==> config.mk <==
export PLATFORM = sky130hd
export DESIGN_NAME = dither_pwm
export DESIGN_NICKNAME = d
export VERILOG_FILES = /design/src/rtl/dpwm_pkg.sv /design/src/rtl/dpwm_timebase.sv /design/src/rtl/dpwm_regs.sv /design/src/rtl/dpwm_spread.sv /design/src/rtl/dither_pwm.sv
export SDC_FILE = /design/constraint.sdc
export NUM_CORES = 1
export LEC_CHECK = 0
export BUFFER_PORTS_ARGS = -buffer_cell sky130_fd_sc_hd__buf_4
export CORE_ASPECT_RATIO = 0.6
export CORE_MARGIN = 2
export CORE_UTILIZATION = 52
export DETAILED_ROUTE_END_ITERATION = 6
export PLACE_DENSITY = 0.75
export SETUP_SLACK_MARGIN = 0.3
export SLEW_MARGIN = 20
export SYNTH_ARGS = -nofsm -noshare
export SYNTH_HDL_FRONTEND = slang
export SYNTH_SLANG_ARGS = --single-unit
==> constraint.sdc <==
create_clock -name clk -period 2.1 [get_ports clk]
set_input_delay 0 -clock clk [delete_from_list [all_inputs] [get_ports clk]]
set_output_delay 0 -clock clk [all_outputs]
set_load 0.005 [all_outputs]
==> src/rtl/dpwm_pkg.sv <==
package dpwm_pkg;
  localparam int DATA_W   = 8;
  localparam int STATUS_W = 8;
  localparam int PEND_BIT = 7;
endpackage

==> src/rtl/dpwm_timebase.sv <==
module dpwm_timebase #(
  parameter int CW = 8,
  parameter int FW = 6
) (
  input  logic          clk,
  input  logic          rst,
  input  logic          tick,
  output logic [CW-1:0] tick_cnt,
  output logic [FW-1:0] sub_cnt,
  output logic          sub_end,
  output logic          period_end
);
  localparam logic [CW-1:0] TICK_LAST = '1;
  localparam logic [FW-1:0] SUB_LAST  = '1;

  always_comb begin
    sub_end    = tick && (tick_cnt == TICK_LAST);
    period_end = sub_end && (sub_cnt == SUB_LAST);
  end

  always_ff @(posedge clk) begin
    if (rst) begin
      tick_cnt <= '0;
      sub_cnt  <= '0;
    end else if (tick) begin
      tick_cnt <= tick_cnt + CW'(1);
      if (tick_cnt == TICK_LAST) sub_cnt <= sub_cnt + FW'(1);
    end
  end


  tick_hold_chk: assert property (@(posedge clk) disable iff (rst)
    !tick |=> $stable(tick_cnt) && $stable(sub_cnt));


  sub_hold_chk: assert property (@(posedge clk) disable iff (rst)
    !sub_end |=> $stable(sub_cnt));
endmodule

==> src/rtl/dpwm_regs.sv <==
module dpwm_regs
  import dpwm_pkg::*;
#(
  parameter int CW = 8,
  parameter int FW = 6
) (
  input  logic              clk,
  input  logic              rst,
  input  logic              wr_coarse,
  input  logic              wr_fine,
  input  logic [DATA_W-1:0] wr_data,
  input  logic              sub_end,
  input  logic              period_end,
  output logic [CW-1:0]     coarse_lat,
  output logic [FW-1:0]     fine_lat,
  output logic              pending
);
  logic [CW-1:0] coarse_hold;
  logic [FW-1:0] fine_hold;

  always_ff @(posedge clk) begin
    if (rst) begin
      coarse_hold <= '0;
      fine_hold   <= '0;
      coarse_lat  <= '0;
      fine_lat    <= '0;
      pending     <= 1'b0;
    end else begin
      if (wr_coarse) coarse_hold <= wr_data[CW-1:0];
      if (wr_fine)   fine_hold   <= wr_data[FW-1:0];
      if (sub_end)    coarse_lat <= coarse_hold;
      if (period_end) fine_lat   <= fine_hold;
      if (wr_fine)         pending <= 1'b1;
      else if (period_end) pending <= 1'b0;
    end
  end


  coarse_hold_chk: assert property (@(posedge clk) disable iff (rst)
    !sub_end |=> $stable(coarse_lat));


  fine_hold_chk: assert property (@(posedge clk) disable iff (rst)
    !period_end |=> $stable(fine_lat));


  pend_set_chk: assert property (@(posedge clk) disable iff (rst)
    wr_fine |=> pending);


  pend_clr_chk: assert property (@(posedge clk) disable iff (rst)
    (period_end && !wr_fine) |=> !pending);
endmodule

==> src/rtl/dpwm_spread.sv <==
module dpwm_spread #(
  parameter int FW = 6
) (
  input  logic [FW-1:0] sub_cnt,
  input  logic [FW-1:0] fine_lat,
  output logic          extend
);
  logic [FW-1:0] hit;

  for (genvar k = 0; k < FW; k++) begin : g_weight
    localparam int W = FW - k;
    localparam logic [W-1:0] PAT = W'(1) << (W - 1);
    assign hit[k] = fine_lat[k] && (sub_cnt[W-1:0] == PAT);
  end

  assign extend = |hit;


  always_comb begin
    if (sub_cnt == '0) zero_sub_chk: assert (!extend);
  end
endmodule

==> src/rtl/dither_pwm.sv <==
module dither_pwm
  import dpwm_pkg::*;
#(
  parameter int COARSE_W = 8,
  parameter int FINE_W   = 6
) (
  input  logic                clk,
  input  logic                rst,
  input  logic                tick,
  input  logic                wr_coarse,
  input  logic                wr_fine,
  input  logic [DATA_W-1:0]   wr_data,
  input  logic                out_en,
  output logic [STATUS_W-1:0] fine_status,
  output logic                pwm_out
);
  logic [COARSE_W-1:0] tick_cnt;
  logic [FINE_W-1:0]   sub_cnt;
  logic                sub_end, period_end;
  logic [COARSE_W-1:0] coarse_lat;
  logic [FINE_W-1:0]   fine_lat;
  logic                pending, extend;
  logic [COARSE_W:0]   high_len;

  dpwm_timebase #(.CW(COARSE_W), .FW(FINE_W)) u_tb (
    .clk(clk), .rst(rst), .tick(tick), .tick_cnt(tick_cnt),
    .sub_cnt(sub_cnt), .sub_end(sub_end), .period_end(period_end));

  dpwm_regs #(.CW(COARSE_W), .FW(FINE_W)) u_regs (
    .clk(clk), .rst(rst), .wr_coarse(wr_coarse), .wr_fine(wr_fine),
    .wr_data(wr_data), .sub_end(sub_end), .period_end(period_end),
    .coarse_lat(coarse_lat), .fine_lat(fine_lat), .pending(pending));

  dpwm_spread #(.FW(FINE_W)) u_spread (
    .sub_cnt(sub_cnt), .fine_lat(fine_lat), .extend(extend));

  assign high_len = {1'b0, coarse_lat} + (COARSE_W+1)'(extend);

  always_ff @(posedge clk) begin
    if (rst) pwm_out <= 1'b0;
    else     pwm_out <= out_en && ({1'b0, tick_cnt} < high_len);
  end

  always_comb begin
    fine_status = '0;
    fine_status[FINE_W-1:0] = fine_lat;
    fine_status[PEND_BIT]   = pending;
  end


  rst_quiet_chk: assert property (@(posedge clk)
    rst |=> !pwm_out && (fine_status == '0));


  off_low_chk: assert property (@(posedge clk) disable iff (rst)
    !out_en |=> !pwm_out);


  sub_start_chk: assert property (@(posedge clk) disable iff (rst)
    (out_en && tick_cnt == '0 && high_len == '0) |=> !pwm_out);
endmodule

# After elaboration in Yosys (flattened, before gate mapping)
# Cells that the tools add are included.
# Widths: inputs -> output; s select.
[word_totals]
ff_bits = 44
input_bits = 14
out_inout_bits = 9
elab_cells = 33
[classes]
add_sub_neg = 3
order_cmp = 1
n_eq_ne = 7
muxes = 2
reduce_logical = 12
[ops]
columns = ["operator", "n"]
rows = [
  ["$eq 6x6->1 const B", 2],
  ["$add 8x1->9", 1],
  ["$logic_and 1x1->1", 9],
  ["$lt 8x9->1", 1],
  ["$add 8x1->8 const B", 1],
  ["$eq 8x8->1 const B", 1],
  ["$add 6x1->6 const B", 1],
  ["$reduce_or 6->1", 1],
  ["$eq 5x5->1 const B", 1],
  ["$eq 4x4->1 const B", 1],
  ["$eq 3x3->1 const B", 1],
  ["$eq 2x2->1 const B", 1],
  ["$mux 1", 2],
  ["$reduce_and 2->1", 1],
  ["$reduce_bool 2->1", 1],
]

# Logic depth before layout (Yosys ltp)
[depth]
depth_word = 6
depth_mapped = 12

# Modules after synthesis
# From an unflattened synthesis, not the netlist that was laid out.
[hier_totals]
cells_unflattened = 221
area_unflattened_um2 = 2135.8
[modules_own_cells]
columns = ["module", "instances", "cells_each", "area_per_inst_um2", "seq_area_each_um2"]
rows = [
  ["dpwm_regs", 1, 95, 1064.8, 580.6],
  ["dpwm_timebase", 1, 74, 663.1, 280.3],
  ["dither_pwm", 1, 43, 352.8, 20.0],
  ["dpwm_spread", 1, 9, 55.1, 0.0],
]

# Least setup slack after synthesis
# OpenSTA, ideal clock, no wires.
[synth_timing]
kind = "register to register"
startpoint = "register u_tb.sub_cnt[0]"
endpoint = "register pwm_out"
setup_ns = 0.079
t_arrival_ns = 2.221
required_ns = 2.021
slack_ns = -0.200
stages_incl_launch_ff = 13
path_buffers = 0
synth_period_minus_slack_ns = 2.300
path_cell_list = "dfxtp_1 > inv_1 > ha_1 > a22oi_1 > nand3_1 > ha_1 > nand2_1 > xor2_1 > ha_1 > a21o_1 > a21o_1 > a211o_1 > o211ai_1"
[synth_via]
elab_chain_len = 6
elab_cells_between_ends = 15
[synth_rtl]
columns = ["item", "line_no", "source"]
rows = [
  ["start, declared", "dpwm_timebase.sv:9", "output logic [FW-1:0] sub_cnt,"],
  ["start signal, assigned", "dpwm_timebase.sv:27", "if (tick_cnt == TICK_LAST) sub_cnt <= sub_cnt + FW'(1);"],
  ["$eq 6x6->1, or another cell as far along", "dpwm_spread.sv:13", "assign hit[k] = fine_lat[k] && (sub_cnt[W-1:0] == PAT);"],
  ["$logic_and 1x1->1", "dpwm_spread.sv:13", ""],
  ["$reduce_or 6->1 *", "dpwm_spread.sv:16", "assign extend = |hit;"],
  ["$add 8x1->9 *", "dither_pwm.sv:37", "assign high_len = {1'b0, coarse_lat} + (COARSE_W+1)'(extend);"],
  ["$lt 8x9->1 *", "dither_pwm.sv:41", "else pwm_out <= out_en && ({1'b0, tick_cnt} < high_len);"],
  ["$logic_and 1x1->1 *", "dither_pwm.sv:41", ""],
  ["end signal, assigned", "dither_pwm.sv:41", ""],
  ["end, declared", "dither_pwm.sv:15", "output logic pwm_out"],
]
# Every way passes the cells marked *; elsewhere a longest branch is shown, timed or not.
# A chain may end at the register's enable or synchronous reset.

# Worst setup path after layout
[layout_timing]
startpoint = "register u_tb.sub_cnt[5]"
endpoint = "register pwm_out"
[layout_via]
elab_chain_len = 6
[layout_rtl]
columns = ["item", "line_no"]
rows = [
  ["$eq 6x6->1", "dpwm_spread.sv:13"],
  ["$logic_and 1x1->1", "dpwm_spread.sv:13"],
  ["$reduce_or 6->1", "dpwm_spread.sv:16"],
  ["$add 8x1->9", "dither_pwm.sv:37"],
  ["$lt 8x9->1", "dither_pwm.sv:41"],
  ["$logic_and 1x1->1", "dither_pwm.sv:41"],
]
# No other way between the ends.

==> impl_metrics.yaml <==
run_status:
  status: "finished, violations left"
  violations: "negative setup slack"
final_layout:
  diodes: 0
  final_cell_mix: "45 x buf_4, 40 x dfxtp_1, 36 x nor2_1, 24 x mux2i_1, 13 x nand2_1"
  final_common_cell: "buf_4"
  stdcell_area_um2: 2650
  finalNetCount: 295
  drive_gt1_share_pct: 26.4
  areaGrowthSynthToFinish_pct: 28.8
clock_network:
  cts_tree: "yes"
  cts_sinks: 44
  clk_pin_slew_ps: 80
  clock_latency_ps: 290
  cts_buffers: 5
  cts-root-buf: "clkbuf_8"
  clockBufferDepth: 2
  htree_levels: 2
yosys:
  synth_top_family_by_area: "simple AND/OR/NAND/NOR gates"
  postSynthCellCount: 219
  synthesis.nets: 246
  synth-edff-count: 0
  ys_types: 33
  netlist.area_leader.share_pct: 42.9
  yosysTopAreaCell: "dfxtp_1"
  ys_seq_area_share_pct: 42.9
  synth_xor_area_share_pct: 7.67
  synthTopCellsByArea: "dfxtp_1 43%, mux2i_1 12%, ha_1 7.9%"
  postSynthAreaPerCell_um2: 9.38
  ys_warn_count: 0
  ys_seq_elements: 44
  synthAdderAreaFrac_pct: 7.92
  muxShareOfSynthArea_pct: 11.7
  ys_async_sr_fraction_pct: 0
  synth-compound-area-share_pct: 7.37
  synth_area_um2: 2050
  yosys_most_used_dff: "dfxtp_1"
  yosys.area_share.simple_pct: 18.8
power:
  p_total_mw: 1.51
  p_leak_nw: 1.10
  ir_worst_vdd_mv: 0.403
  power_density_nw_per_um2: 570
sta:
  fmax_ghz: 0.425
  setup_slack_ps: -255
  skew_ps: 4.46
  hold_viol: 0
  period_share_pct: 112
  setup-violations-final: 1
  drv_slew: 0
  rsz0062_at_grt: "yes"
  period_needed_ps: 2360
grt:
  grtUsageTotal_pct: 21.3
  antenna_found_initial: 0
  grt_pass1_vias: 1513
  grt_start_max_net_pins: 46
  grt_overflow_total: 0
  grt_pass1_wl_mm: 7.33
detailed_routing:
  firstDrtPassIters: 4
  via_count: 1632
  final_antenna_net_count: 0
  route.met3.wl_um: 230
  drt_wl_total_mm: 4.29
  viasPerCell: 5.16
  drc: 0
  highest_layer: "met4"
  wl_per_cell_um: 13.6
  wl_met2_mm: 1.80
  dr.first_iter.drc_count: 110
  wl_met1_mm: 2.22
placement:
  post_dp_cell_area_um2: 2380
  globalplace.congestion: 0.795
  io_buffers: 21
  hpwl_mm: 3.02
floorplan:
  die_area_um2: 4490
  start_util_pct: 55.2
  die_height_um: 52.7
  core_area_um2: 3720
  io_pins: 23
  rows: 17
  die_width_um: 85.1
job:
  cap_violations: 0
setup_path:
  worstPathRequired_ps: 2320
  arrival_ps: 2570
  critical_path.max_fanout: 4
  setup.worst_path.start_class: "register"
  crit_type: "register to register"
  crit_path_end_kind: "register"
hold_path:
  hold_class: "input port to register"
final timing paths:
path	from	endpoint	slack, ps	cells after the start
worst max-delay path	u_tb.sub_cnt[5]$_SDFFE_PP0P_	pwm_out$_SDFF_PP0_	-260	11
worst min-delay path	wr_fine	u_regs.pending$_SDFFE_PP0P_	8	3
worst max register to register	u_tb.sub_cnt[5]$_SDFFE_PP0P_	pwm_out$_SDFF_PP0_	-260	11
worst min register to register	u_regs.coarse_hold[1]$_SDFFE_PP0P_	u_regs.coarse_lat[1]$_SDFFE_PP0P_	460	2
metrics by stage:
step	setup WS (ps)	instances	util (%)	hold slack (ps)	setup TNS [ps]
global placement	-206	294	64.1	238	-206
floorplan	-64.6	219	-	147	-64.6
detailed placement	-251	294	64.1	256	-251
finish	-255	316	71.1	8.37	-255
CTS	-202	311	69.6	0.766	-202
global route	-403	316	71.1	15.7	-403
synthesized netlist by cell type (2+ instances only):
| library cell | count |
|---|---|
| a21o_1 | 2 |
| a21oi_1 | 8 |
| and4_1 | 2 |
| buf_4 | 2 |
| clkbuf_1 | 9 |
| dfxtp_1 | 44 |
| ha_1 | 13 |
| inv_1 | 6 |
| mux2i_1 | 24 |
| nand2_1 | 14 |
| nand3_1 | 8 |
| nand4_1 | 4 |
| nor2_1 | 36 |
| nor3_1 | 2 |
| nor4_1 | 2 |
| o211ai_1 | 2 |
| o21ai_0 | 9 |
| xnor2_1 | 8 |
| xor2_1 | 10 |
layer usage:
layer	vias up	track usage [%]
li1	847	-
met1	747	31.0
met2	33	30.7
met3	5	5.35
met4	0	6.35
met5	-	0
flip-flops by register name (all words and copies together) (netlist names):
register,flops
pwm_out,1
u_regs.coarse_hold,8
u_regs.coarse_lat,8
u_regs.fine_hold,6
u_regs.fine_lat,6
u_regs.pending,1
u_tb.sub_cnt,6
u_tb.tick_cnt,8
repair_timing:
| item | 4_1_cts | 5_1_grt |
|---|---|---|
| setup endpoints to repair | 1 | 13 |
| hold buffers | 8 | 0 |
| buffers inserted | 1 | 5 |
| pin swaps | 7 | 11 |
| gates resized for setup | 6 | 3 |
| endpoints found under the hold margin | 13 | 0 |
power breakdown:
group,switching (mW),internal (mW),total (mW),leakage (nW)
sequential,0.0146,0.854,0.869,0.360
clock,0.269,0.268,0.538,0.0455
combinational,0.0481,0.0551,0.103,0.698
total,0.332,1.18,1.51,1.10
logic make-up (layout without fill, tap and decap cells):
family / after synthesis / in the layout
compound gates: 25 / 25
xor+xnor: 18 / 18
fa+ha+maj: 13 / 13
buf+inv: 17 / 67
flops: 44 / 44
mux: 24 / 24
other cells: 1 / 1
simple gates: 77 / 77
critical path, stage by stage (launching register included):
cell and delay, ps:
dfxtp_2 330, nand2_1 50, o211ai_1 240, o2111ai_2 160, nand3_2 150, ha_4 170
nand4_1 110, xor2_1 180, ha_2 170, or3b_4 370, a211o_1 270, o211ai_1 80
cell type report:
type / instances / area, um2
Tap cell: 47 / 58.8
Fill cell: 281 / 1080
Inverter: 6 / 22.5
Timing Repair Buffer: 53 / 418
Multi-Input combinational cell: 158 / 1170
Sequential cell: 44 / 888
Clock buffer: 8 / 90.1
Note: power is estimated with default switching activity, not from simulation.
